File: src/rtl/rtc_pkg.sv
package rtc_pkg;
  // Register byte offsets; software depends on these positions.
  localparam int OFS_UP    = 'h00;
  localparam int OFS_DOWN  = 'h04;
  localparam int OFS_CMP0  = 'h08;
  localparam int OFS_CMP1  = 'h0C;
  localparam int OFS_CTRL  = 'h10;
  localparam int OFS_STAT  = 'h14;
  localparam int OFS_SIG   = 'h18;

  // Control register bit positions.
  localparam int CB_IRQ_EN0  = 0;
  localparam int CB_IRQ_EN1  = 1;
  localparam int CB_WAKE0    = 2;
  localparam int CB_WAKE1    = 3;
  localparam int CB_SOFT_RST = 4;
  localparam int CB_FREEZE   = 6;
  localparam int CB_FORCE_PO = 7;

  localparam int CTRL_W = 8;
  localparam logic [CTRL_W-1:0] CTRL_RW_MASK = 8'hDF;

  // Number of compare channels fixed by the register map.
  localparam int NUM_CMP = 2;
endpackage

File: src/rtl/rtc_rst_sync.sv
module rtc_rst_sync #(
  parameter int STAGES = 2
) (
  input  logic clk,
  input  logic rst_n,
  output logic rst_sync_n
);
  logic [STAGES-1:0] sync_q;
  logic [STAGES-1:0] sync_d;

  always_comb begin
    sync_d = {sync_q[STAGES-2:0], 1'b1};
  end

  always_ff @(posedge clk or negedge rst_n) begin
    if (!rst_n) sync_q <= '0;
    else        sync_q <= sync_d;
  end

  assign rst_sync_n = sync_q[STAGES-1];
endmodule

File: src/rtl/rtc_cnt_pair.sv
module rtc_cnt_pair #(
  parameter int W = 32
) (
  input  logic         clk,
  input  logic         rst_n,
  input  logic         clear_i,
  input  logic         step_i,
  input  logic         load_up_i,
  input  logic         load_dn_i,
  input  logic [W-1:0] load_val_i,
  output logic [W-1:0] up_o,
  output logic [W-1:0] dn_o
);
  localparam logic [W-1:0] ONE = W'(1);

  logic [W-1:0] up_q, up_d;
  logic [W-1:0] dn_q, dn_d;

  always_comb begin
    up_d = up_q;
    dn_d = dn_q;
    if (clear_i) begin
      up_d = '0;
      dn_d = '0;
    end else begin
      if (load_up_i)   up_d = load_val_i;
      else if (step_i) up_d = up_q + ONE;
      if (load_dn_i)   dn_d = load_val_i;
      else if (step_i) dn_d = dn_q - ONE;
    end
  end

  always_ff @(posedge clk or negedge rst_n) begin
    if (!rst_n) begin
      up_q <= '0;
      dn_q <= '0;
    end else begin
      up_q <= up_d;
      dn_q <= dn_d;
    end
  end

  assign up_o = up_q;
  assign dn_o = dn_q;
endmodule

File: src/rtl/rtc_match_flags.sv
module rtc_match_flags #(
  parameter int W = 32,
  parameter int N = 2
) (
  input  logic                clk,
  input  logic                rst_n,
  input  logic [W-1:0]        count_i,
  input  logic [N-1:0][W-1:0] cmp_i,
  input  logic [N-1:0]        route_i,
  input  logic                clear_all_i,
  input  logic [N:0]          w1c_i,
  output logic [N-1:0]        flag_o,
  output logic                wake_o
);
  localparam logic [W-1:0] PARKED = {W{1'b1}};

  logic [N-1:0] hit;
  logic [N-1:0] flag_q, flag_d;
  logic         wake_q, wake_d;

  for (genvar k = 0; k < N; k++) begin : g_cmp
    assign hit[k] = (count_i == cmp_i[k]) && (cmp_i[k] != PARKED);
  end

  always_comb begin
    if (clear_all_i) begin
      flag_d = '0;
      wake_d = 1'b0;
    end else begin
      flag_d = (flag_q & ~w1c_i[N-1:0]) | hit;
      wake_d = (wake_q & ~w1c_i[N]) | (|(hit & route_i));
    end
  end

  always_ff @(posedge clk or negedge rst_n) begin
    if (!rst_n) begin
      flag_q <= '0;
      wake_q <= 1'b0;
    end else begin
      flag_q <= flag_d;
      wake_q <= wake_d;
    end
  end

  assign flag_o = flag_q;
  assign wake_o = wake_q;
endmodule

File: src/rtl/sec_rtc.sv
module sec_rtc
  import rtc_pkg::*;
#(
  parameter int ADDR_W = 8,
  parameter int DATA_W = 32
) (
  input  logic              clk,
  input  logic              rst_n,
  input  logic              tick_i,
  input  logic              bus_en_i,
  input  logic              bus_we_i,
  input  logic [ADDR_W-1:0] bus_addr_i,
  input  logic [DATA_W-1:0] bus_wdata_i,
  output logic [DATA_W-1:0] bus_rdata_o,
  output logic              irq_o,
  output logic              pwr_on_o
);
  localparam logic [DATA_W-1:0] CMP_PARK = {DATA_W{1'b1}};
  localparam int STAT_W = NUM_CMP + 1;

  logic rst_q_n;

  rtc_rst_sync #(.STAGES(2)) u_rst (
    .clk        (clk),
    .rst_n      (rst_n),
    .rst_sync_n (rst_q_n)
  );

  // Address decode
  logic wr_en, rd_en;
  logic sel_up, sel_dn, sel_ctrl, sel_stat, sel_sig;
  logic [NUM_CMP-1:0] sel_cmp;

  assign wr_en    = bus_en_i & bus_we_i;
  assign rd_en    = bus_en_i & ~bus_we_i;
  assign sel_up   = (bus_addr_i == ADDR_W'(OFS_UP));
  assign sel_dn   = (bus_addr_i == ADDR_W'(OFS_DOWN));
  assign sel_cmp[0] = (bus_addr_i == ADDR_W'(OFS_CMP0));
  assign sel_cmp[1] = (bus_addr_i == ADDR_W'(OFS_CMP1));
  assign sel_ctrl = (bus_addr_i == ADDR_W'(OFS_CTRL));
  assign sel_stat = (bus_addr_i == ADDR_W'(OFS_STAT));
  assign sel_sig  = (bus_addr_i == ADDR_W'(OFS_SIG));

  logic wr_up, wr_dn, wr_ctrl, wr_stat, wr_key, cnt_wr_any;
  assign wr_up      = wr_en & sel_up;
  assign wr_dn      = wr_en & sel_dn;
  assign wr_ctrl    = wr_en & sel_ctrl;
  assign wr_stat    = wr_en & sel_stat;
  assign wr_key     = wr_en & sel_sig;
  assign cnt_wr_any = wr_up | wr_dn;

  // Control, compare and signature registers
  logic [CTRL_W-1:0] ctrl_q, ctrl_d;
  logic [NUM_CMP-1:0][DATA_W-1:0] match_q, match_d;
  logic [DATA_W-1:0] key_q, key_d;

  always_comb begin
    ctrl_d = ctrl_q;
    if (wr_ctrl) ctrl_d = bus_wdata_i[CTRL_W-1:0] & CTRL_RW_MASK;
    key_d = key_q;
    if (wr_key) key_d = bus_wdata_i;
  end

  for (genvar k = 0; k < NUM_CMP; k++) begin : g_cmp_reg
    always_comb begin
      match_d[k] = match_q[k];
      if (wr_en && sel_cmp[k]) match_d[k] = bus_wdata_i;
    end
    always_ff @(posedge clk or negedge rst_q_n) begin
      if (!rst_q_n) match_q[k] <= CMP_PARK;
      else          match_q[k] <= match_d[k];
    end
  end

  always_ff @(posedge clk or negedge rst_q_n) begin
    if (!rst_q_n) begin
      ctrl_q <= '0;
      key_q  <= '0;
    end else begin
      ctrl_q <= ctrl_d;
      key_q  <= key_d;
    end
  end

  // Counter pair
  logic soft_rst, frozen, cnt_step, cnt_ld_ok;
  logic [DATA_W-1:0] up_cnt, dn_cnt;

  assign soft_rst  = ctrl_q[CB_SOFT_RST];
  assign frozen    = ctrl_q[CB_FREEZE];
  assign cnt_step  = tick_i & ~frozen & ~soft_rst;
  assign cnt_ld_ok = frozen & ~soft_rst;

  rtc_cnt_pair #(.W(DATA_W)) u_cnt (
    .clk        (clk),
    .rst_n      (rst_q_n),
    .clear_i    (soft_rst),
    .step_i     (cnt_step),
    .load_up_i  (wr_up & cnt_ld_ok),
    .load_dn_i  (wr_dn & cnt_ld_ok),
    .load_val_i (bus_wdata_i),
    .up_o       (up_cnt),
    .dn_o       (dn_cnt)
  );

  // Match flags and wake flag
  logic [NUM_CMP-1:0] flags;
  logic               wake_flag;
  logic [STAT_W-1:0]  w1c_mask;
  logic [STAT_W-1:0]  stat_vec;

  assign w1c_mask = wr_stat ? bus_wdata_i[STAT_W-1:0] : '0;

  rtc_match_flags #(.W(DATA_W), .N(NUM_CMP)) u_flags (
    .clk         (clk),
    .rst_n       (rst_q_n),
    .count_i     (up_cnt),
    .cmp_i       (match_q),
    .route_i     (ctrl_q[CB_WAKE1:CB_WAKE0]),
    .clear_all_i (soft_rst),
    .w1c_i       (w1c_mask),
    .flag_o      (flags),
    .wake_o      (wake_flag)
  );

  assign stat_vec = {wake_flag, flags};

  // Outputs
  assign irq_o    = |(flags & ctrl_q[CB_IRQ_EN1:CB_IRQ_EN0]);
  assign pwr_on_o = ctrl_q[CB_FORCE_PO] | wake_flag;

  always_comb begin
    bus_rdata_o = '0;
    if (rd_en) begin
      if (sel_up)          bus_rdata_o = up_cnt;
      else if (sel_dn)     bus_rdata_o = dn_cnt;
      else if (sel_cmp[0]) bus_rdata_o = match_q[0];
      else if (sel_cmp[1]) bus_rdata_o = match_q[1];
      else if (sel_ctrl)   bus_rdata_o = {{(DATA_W-CTRL_W){1'b0}}, ctrl_q};
      else if (sel_stat)   bus_rdata_o = {{(DATA_W-STAT_W){1'b0}}, stat_vec};
      else if (sel_sig)    bus_rdata_o = key_q;
    end
  end
endmodule

File: config.mk
export PLATFORM = sky130hd
export DESIGN_NAME = sec_rtc
export DESIGN_NICKNAME = d
export VERILOG_FILES = /design/src/rtl/rtc_pkg.sv /design/src/rtl/rtc_rst_sync.sv /design/src/rtl/rtc_cnt_pair.sv /design/src/rtl/rtc_match_flags.sv /design/src/rtl/sec_rtc.sv
export SDC_FILE = /design/constraint.sdc
export NUM_CORES = 1
export LEC_CHECK = 0
export ABC_AREA = 1
export BUFFER_PORTS_ARGS = -buffer_cell sky130_fd_sc_hd__buf_4
export CAP_MARGIN = 20
export CORE_MARGIN = 4
export CORE_UTILIZATION = 40
export CTS_CLUSTER_DIAMETER = 100
export DETAILED_ROUTE_END_ITERATION = 7
export GPL_ROUTABILITY_DRIVEN = 0
export PLACE_DENSITY = 0.54
export SLEW_MARGIN = 20
export SYNTH_ARGS = -nofsm -noshare
export SYNTH_HDL_FRONTEND = slang
export SYNTH_SLANG_ARGS = --single-unit
export TNS_END_PERCENT = 1
File: constraint.sdc
create_clock -name clk -period 7.25 [get_ports clk]
set_input_delay 0 -clock clk [delete_from_list [all_inputs] [get_ports clk]]
set_output_delay 0 -clock clk [all_outputs]
set_load 0.1 [all_outputs]
# Word level (Yosys, flattened, before mapping)
# Cells that the tools add are included.
# W data, S select, Z words.
[word_totals] regBits=172 latch_bits=0 ramBits=0 mem_bits_ro=0 out_inout_bits=34 word_cells=71 memories=0
[classes] add_sub_neg=2 multipliers=0 n_div=0 n_lt_le_gt_ge=0 eq_ne=10 shift=0 muxes=17 bitwise_logic=24 n_reduce_logical=9
[ops] operator="$mux W32" count=14
[ops] operator="$eq A32 B32 Y1" count=2
[ops] operator="$ne A32 B32 Y1 const B" count=2
[ops] operator="$add A32 B1 Y32 const B" count=1
[ops] operator="$sub A32 B1 Y32 const B" count=1
[ops] operator="$eq A8 B5 Y1 const B" count=3
[ops] operator="$eq A8 B4 Y1 const B" count=2
[ops] operator="$and A1 B1 Y1" count=13
[ops] operator="$eq A8 B3 Y1 const B" count=1
[ops] operator="$logic_not A8 Y1" count=1
[ops] operator="$and A2 B2 Y2" count=3
[ops] operator="$reduce_bool A3 Y1" count=2
[ops] operator="$logic_and A1 B1 Y1" count=4
[ops] operator="$not A1 Y1" count=4
[ops] operator="$reduce_or A2 Y1" count=2
[ops] operator="$mux W3" count=1
[ops] operator="$mux W2" count=1
[ops] operator="$not A2 Y2" count=1
[ops] operator="$or A1 B1 Y1" count=2
[ops] operator="$or A2 B2 Y2" count=1
[ops] operator="$mux W1" count=1

# Depth between registers and ports, before layout
[depth] word_depth=9 ltp_mapped=13

# Cells and area by module
# Synthesis repeated with hierarchy kept, for this count alone.
[hier_totals] cells_unflattened=1857 hier_area_um2=12001.5
[by_module_without_submodules] mod="sec_rtc" instances=1 cells_each=759 area_per_inst_um2=5602.9 seq_area_each_um2=2657.5
[by_module_without_submodules] mod="rtc_cnt_pair" instances=1 cells_each=806 area_per_inst_um2=4972.3 seq_area_each_um2=1601.5
[by_module_without_submodules] mod="rtc_match_flags" instances=1 cells_each=289 area_per_inst_um2=1372.6 seq_area_each_um2=75.1
[by_module_without_submodules] mod="rtc_rst_sync" instances=1 cells_each=3 area_per_inst_um2=53.8 seq_area_each_um2=50.0

# Worst setup path after synthesis
# OpenSTA, ideal clock, no wires.
[synth_timing] kind="in2out" from="input port bus_addr_i[5]" to="output port bus_rdata_o[14]" arrival_ps=2459 required_ps=7250 path_slack_ps=4791 stages=10 n_path_buf=1 path_cell_list="nor2_1 nand2_2 nor2_4 nand2_4 inv_2 buf_4 nand2_1 nand3_1 o211ai_1 a21oi_1"
[synth_via] elab_chain_cells=9
[synth_lines] element="start, declared" line="sec_rtc.sv:12" rtl="input logic [ADDR_W-1:0] bus_addr_i,"
[synth_lines] element="$eq A8 B5 Y1" line="sec_rtc.sv:42" rtl="assign sel_sig = (bus_addr_i == ADDR_W'(OFS_SIG));"
[synth_lines] element="$mux W32" line="sec_rtc.sv:141" rtl="else if (sel_sig) bus_rdata_o = key_q;"
[synth_lines] element="$mux W32" line="sec_rtc.sv:140" rtl="else if (sel_stat) bus_rdata_o = {{(DATA_W-STAT_W){1'b0}}, stat_vec};"
[synth_lines] element="$mux W32" line="sec_rtc.sv:139" rtl="else if (sel_ctrl) bus_rdata_o = {{(DATA_W-CTRL_W){1'b0}}, ctrl_q};"
[synth_lines] element="$mux W32" line="sec_rtc.sv:138" rtl="else if (sel_cmp[1]) bus_rdata_o = match_q[1];"
[synth_lines] element="$mux W32" line="sec_rtc.sv:137" rtl="else if (sel_cmp[0]) bus_rdata_o = match_q[0];"
[synth_lines] element="$mux W32" line="sec_rtc.sv:136" rtl="else if (sel_dn) bus_rdata_o = dn_cnt;"
[synth_lines] element="$mux W32 *" line="sec_rtc.sv:135" rtl="if (sel_up) bus_rdata_o = up_cnt;"
[synth_lines] element="$mux W32 *" line="sec_rtc.sv:134" rtl="if (rd_en) begin"
[synth_lines] element="end, declared" line="sec_rtc.sv:14" rtl="output logic [DATA_W-1:0] bus_rdata_o,"
# Mark *: on every way between the ends. The rest lies on a longest branch, timed or not.

# Worst setup path after layout
[layout_timing] from="register ctrl_q[4]" to="register u_cnt.up_q[9] (netlist: u_cnt.up_o[9])"
[layout_via] elab_chain_cells=5
[layout_lines] element="start, declared" line="sec_rtc.sv:53" rtl="logic [CTRL_W-1:0] ctrl_q, ctrl_d;"
[layout_lines] element="start signal, assigned" line="sec_rtc.sv:80" rtl="ctrl_q <= ctrl_d;"
[layout_lines] element="$not A1 Y1" line="sec_rtc.sv:91, sec_rtc.sv:92"
[layout_lines] element="$and A1 B1 Y1" line="sec_rtc.sv:92" rtl="assign cnt_ld_ok = frozen & ~soft_rst;"
[layout_lines] element="$and A1 B1 Y1" line="sec_rtc.sv:99" rtl=".load_up_i (wr_up & cnt_ld_ok),"
[layout_lines] element="$mux W32" line="rtc_cnt_pair.sv:26" rtl="if (load_up_i) up_d = load_val_i;"
[layout_lines] element="$mux W32" line="rtc_cnt_pair.sv:22" rtl="if (clear_i) begin"
[layout_lines] element="end signal, assigned" line="rtc_cnt_pair.sv:38" rtl="up_q <= up_d;"
[layout_lines] element="end, declared" line="rtc_cnt_pair.sv:16" rtl="logic [W-1:0] up_q, up_d;"
# Parallel ways exist; a longest one is shown, timed or not.
# A chain may end at the register's enable or synchronous reset.

==> metrics.yaml <==
run_status:
  outcome: "finished clean"
setup_path:
  path_cells: "nor2_1, inv_1, nor2_1, nand2_1, buf_4, nand2_2, nand2_4, inv_2, o21ai_0, o22ai_1"
  worst_path_most_repeated_cell: "nor2_1"
  path_max_fanout: 38
  critPathCaptureType: "register"
  cp.required_ns: 7.61
  start_kind: "register"
  worst_ep_arrival_time_ns: 3.10
  worst-setup-path-type: "reg -> reg"
  cpPeakStageDelay_ns: 0.54
  slowest_stage: "nand2_2"
  r2r_slack_ns: 4.52
floorplanning:
  core_mm2: 0.02771
  die_y_um: 175.5
  start_util_pct: 40.51
  die-area_mm2: 0.03080
  io_pins: 79
  num_rows: 61
  floorplan.die.width_um: 175.5
cells_and_area:
  finalNonFillerCells: 2089
  multi_input_area_mm2: 0.005901
  nFillCells: 2898
  seq_area_mm2: 0.004388
  final_cell_mix: "nand2_1 (523), o21ai_0 (186), inv_1 (152), nor2_1 (122), a21oi_1 (109)"
  layout.nets: 1745
  antenna_cells: 0
  drive_gt1_share_pct: 13.68
  final_common_cell: "nand2_1"
  area.growth.synth_to_final_pct: 15.08
clock_tree:
  cts_setup_buffers: 0
  cts_buffers: 17
  clk_latency_ns: 0.45
  cts_tree: "done"
  cts_sinks: 172
  clockBufferDepth: 2
  htree_levels: 4
  clk_pin_slew_worst_paths_ns: 0.07
  cts_root_buffer: "clkbuf_16"
grt:
  grt_pass1_wl_um: 63330
  antenna_found_initial: 3
  grt_use_total_pct: 26.53
  grt_pass1_vias: 10580
  grt_start_max_net_pins: 65
  grt_overflow_total: 0
timing:
  worst_pin_slew_ns: 1.058
  period_share_pct: 37.70
  min_period_ns: 2.733
  rsz0062_at_grt: "no"
  clock_skew_ns: 0.01190
  clock.fmax_mhz: 365.9
  hold_violations: 0
  setup_viol: 0
  setup_tns_ns: 0
  slew_headroom_pct: 29.07
  timing.final.max_slew_violations: 0
yosys:
  yosysSeqAreaShare_pct: 39.06
  synth.distinct_cells: 36
  syn_nets: 1679
  synthCells: 1632
  synth-warning-count: 0
  syn_area_per_cell_um2: 6.877
  ys_seq_elements: 172
  synth_area_mm2: 0.01122
detailed_routing:
  drc: 0
  drt_iter0_markers: 1242
  drtAntennaViolNets: 0
  totalWireLength_um: 40700
  via_per_inst: 5.406
  wire_per_inst_um: 19.48
  vias: 11290
  first_pass_iters: 6
place:
  portBuffers: 78
  dp_hpwl_um: 29980
  dp.cells: 2023
run:
  maxCapViolCount: 0
power_and_ir_drop:
  cellPowerDensity_mw_per_mm2: 239.1
  leakage_uw: 0.005686
  vdd_drop_max_v: 0.0001549
worst_hold_path:
  hold_path.class: "in -> reg"
## worst max-delay path: cells and delay by family (launching register included)
kind | cells | cell delay (ns)
AOI/OAI and AO/OA | 2 | 0.23
buffers and inverters | 3 | 0.59
DFF | 1 | 0.43
and+or+nand+nor | 5 | 1.38
## final cells by class
| cell class | instances | share of cell area, % |
|---|---|---|
| multi-input combinational | 1226 | 45.68 |
| sequential | 172 | 33.97 |
| timing repair buffer | 118 | 7.517 |
| inverter | 163 | 4.776 |
| tap | 378 | 3.662 |
| clock buffer | 19 | 3.594 |
| clock inverter | 13 | 0.7943 |
## power breakdown
part	leakage (uW)	switching [uW]	internal [uW]
sequential	0.00210	217	1090
combinational	0.00330	543	319
clock	0.000278	440	475
total	0.00569	1200	1890
## what timing repair did
item                                   4_1_cts  5_1_grt
endpoints found under the hold margin      116        0
hold buffers                                34        0
gates resized for setup                      0        0
## cell families (layout without fill, tap and decap cells)
kind of cell / Yosys count / in the layout / synth area share, %
DFF: 172 / 172 / 39.06
adders and majority gates: 2 / 2 / 0.2229
other: 1 / 1 / 0.03341
and+or+nand+nor: 774 / 774 / 28.51
buffers and inverters: 234 / 313 / 8.540
xor gates and xnor gates: 60 / 60 / 4.682
AOI/OAI and AO/OA: 389 / 389 / 18.95
## cells in the mapped netlist
| library cell | n | area, um2 |
|---|---|---|
| nand2_1 | 524 | 1967 |
| o21ai_0 | 186 | 930.9 |
| inv_1 | 152 | 570.6 |
| nor2_1 | 123 | 461.7 |
| a21oi_1 | 109 | 545.5 |
| dfrtp_1 | 108 | 2703 |
| dfstp_2 | 64 | 1682 |
| o211ai_1 | 46 | 345.3 |
| xor2_1 | 43 | 376.6 |
| nand3_1 | 42 | 210.2 |
| clkbuf_1 | 32 | 120.1 |
| nor3_1 | 28 | 140.1 |
| nand4_1 | 25 | 156.4 |
| o21ai_1 | 22 | 110.1 |
| buf_2 | 20 | 100.1 |
| xnor2_1 | 17 | 148.9 |
| o22ai_1 | 13 | 81.33 |
| a21oi_2 | 10 | 87.58 |
| inv_2 | 8 | 30.03 |
| or2_2 | 8 | 50.05 |
| buf_1 | 7 | 26.28 |
| nand2_2 | 6 | 37.54 |
| nand2_4 | 6 | 67.56 |
| nor2_2 | 5 | 31.28 |
| buf_4 | 4 | 30.03 |
| buf_6 | 4 | 45.04 |
| clkbuf_2 | 4 | 20.02 |
| nor2_4 | 4 | 45.04 |
| clkinv_1 | 2 | 7.510 |
| ha_1 | 2 | 25.02 |
| nor4_1 | 2 | 12.51 |
| o221ai_1 | 2 | 17.52 |
| a22o_1 | 1 | 8.760 |
| clkinv_4 | 1 | 8.760 |
| conb_1 | 1 | 3.750 |
| nor2_8 | 1 | 20.02 |
## worst paths after layout
path | cells past startpoint | to | from
max | 10 | u_cnt.up_o[9] | ctrl_q[4]
min | 4 | u_cnt.dn_o[12] | tick_i
max reg2reg | 10 | u_cnt.up_o[9] | ctrl_q[4]
min reg2reg | 0 | u_rst.sync_q[1] | u_rst.sync_q[0]
max in group asynchronous | 1 | u_cnt.up_o[19] | u_rst.sync_q[1]
min in group asynchronous | 0 | key_q[10] | u_rst.sync_q[1]
## per-layer routing
layer | part of all wire, % | vias to the layer above | GRT usage, % | wire length [um]
li1 | - | 5425 | - | -
met1 | 47 | 5427 | 38.78 | 18970
met2 | 44 | 384 | 40.09 | 17950
met3 | 7.3 | 53 | 5.424 | 2951
met4 | 2.0 | 4 | 7.375 | 803
met5 | 0.047 | - | 0 | 19
## state kept, by name, indices dropped and copies added (netlist names)
name,count
match_q,64
u_flags.wake_o,1
key_q,32
u_cnt.dn_o,32
ctrl_q,7
u_cnt.up_o,32
u_rst.sync_q,2
u_flags.flag_o,2
## metrics by stage
stage	util, %	setup slack (ns)	area [um2]	power (uW)	hold WS [ns]
after CTS	46.58	4.524	12910	3087	0.1474
final	46.62	4.517	12920	3089	0.1761
after global routing	46.62	4.213	12920	3283	0.2119
after detailed placement	43.31	4.165	12000	2155	-0.2150
after floorplan	-	2.214	11220	1897	-0.2956
after global placement	43.31	4.282	12000	2144	-0.2166
Power figures use the tool's default switching activity.
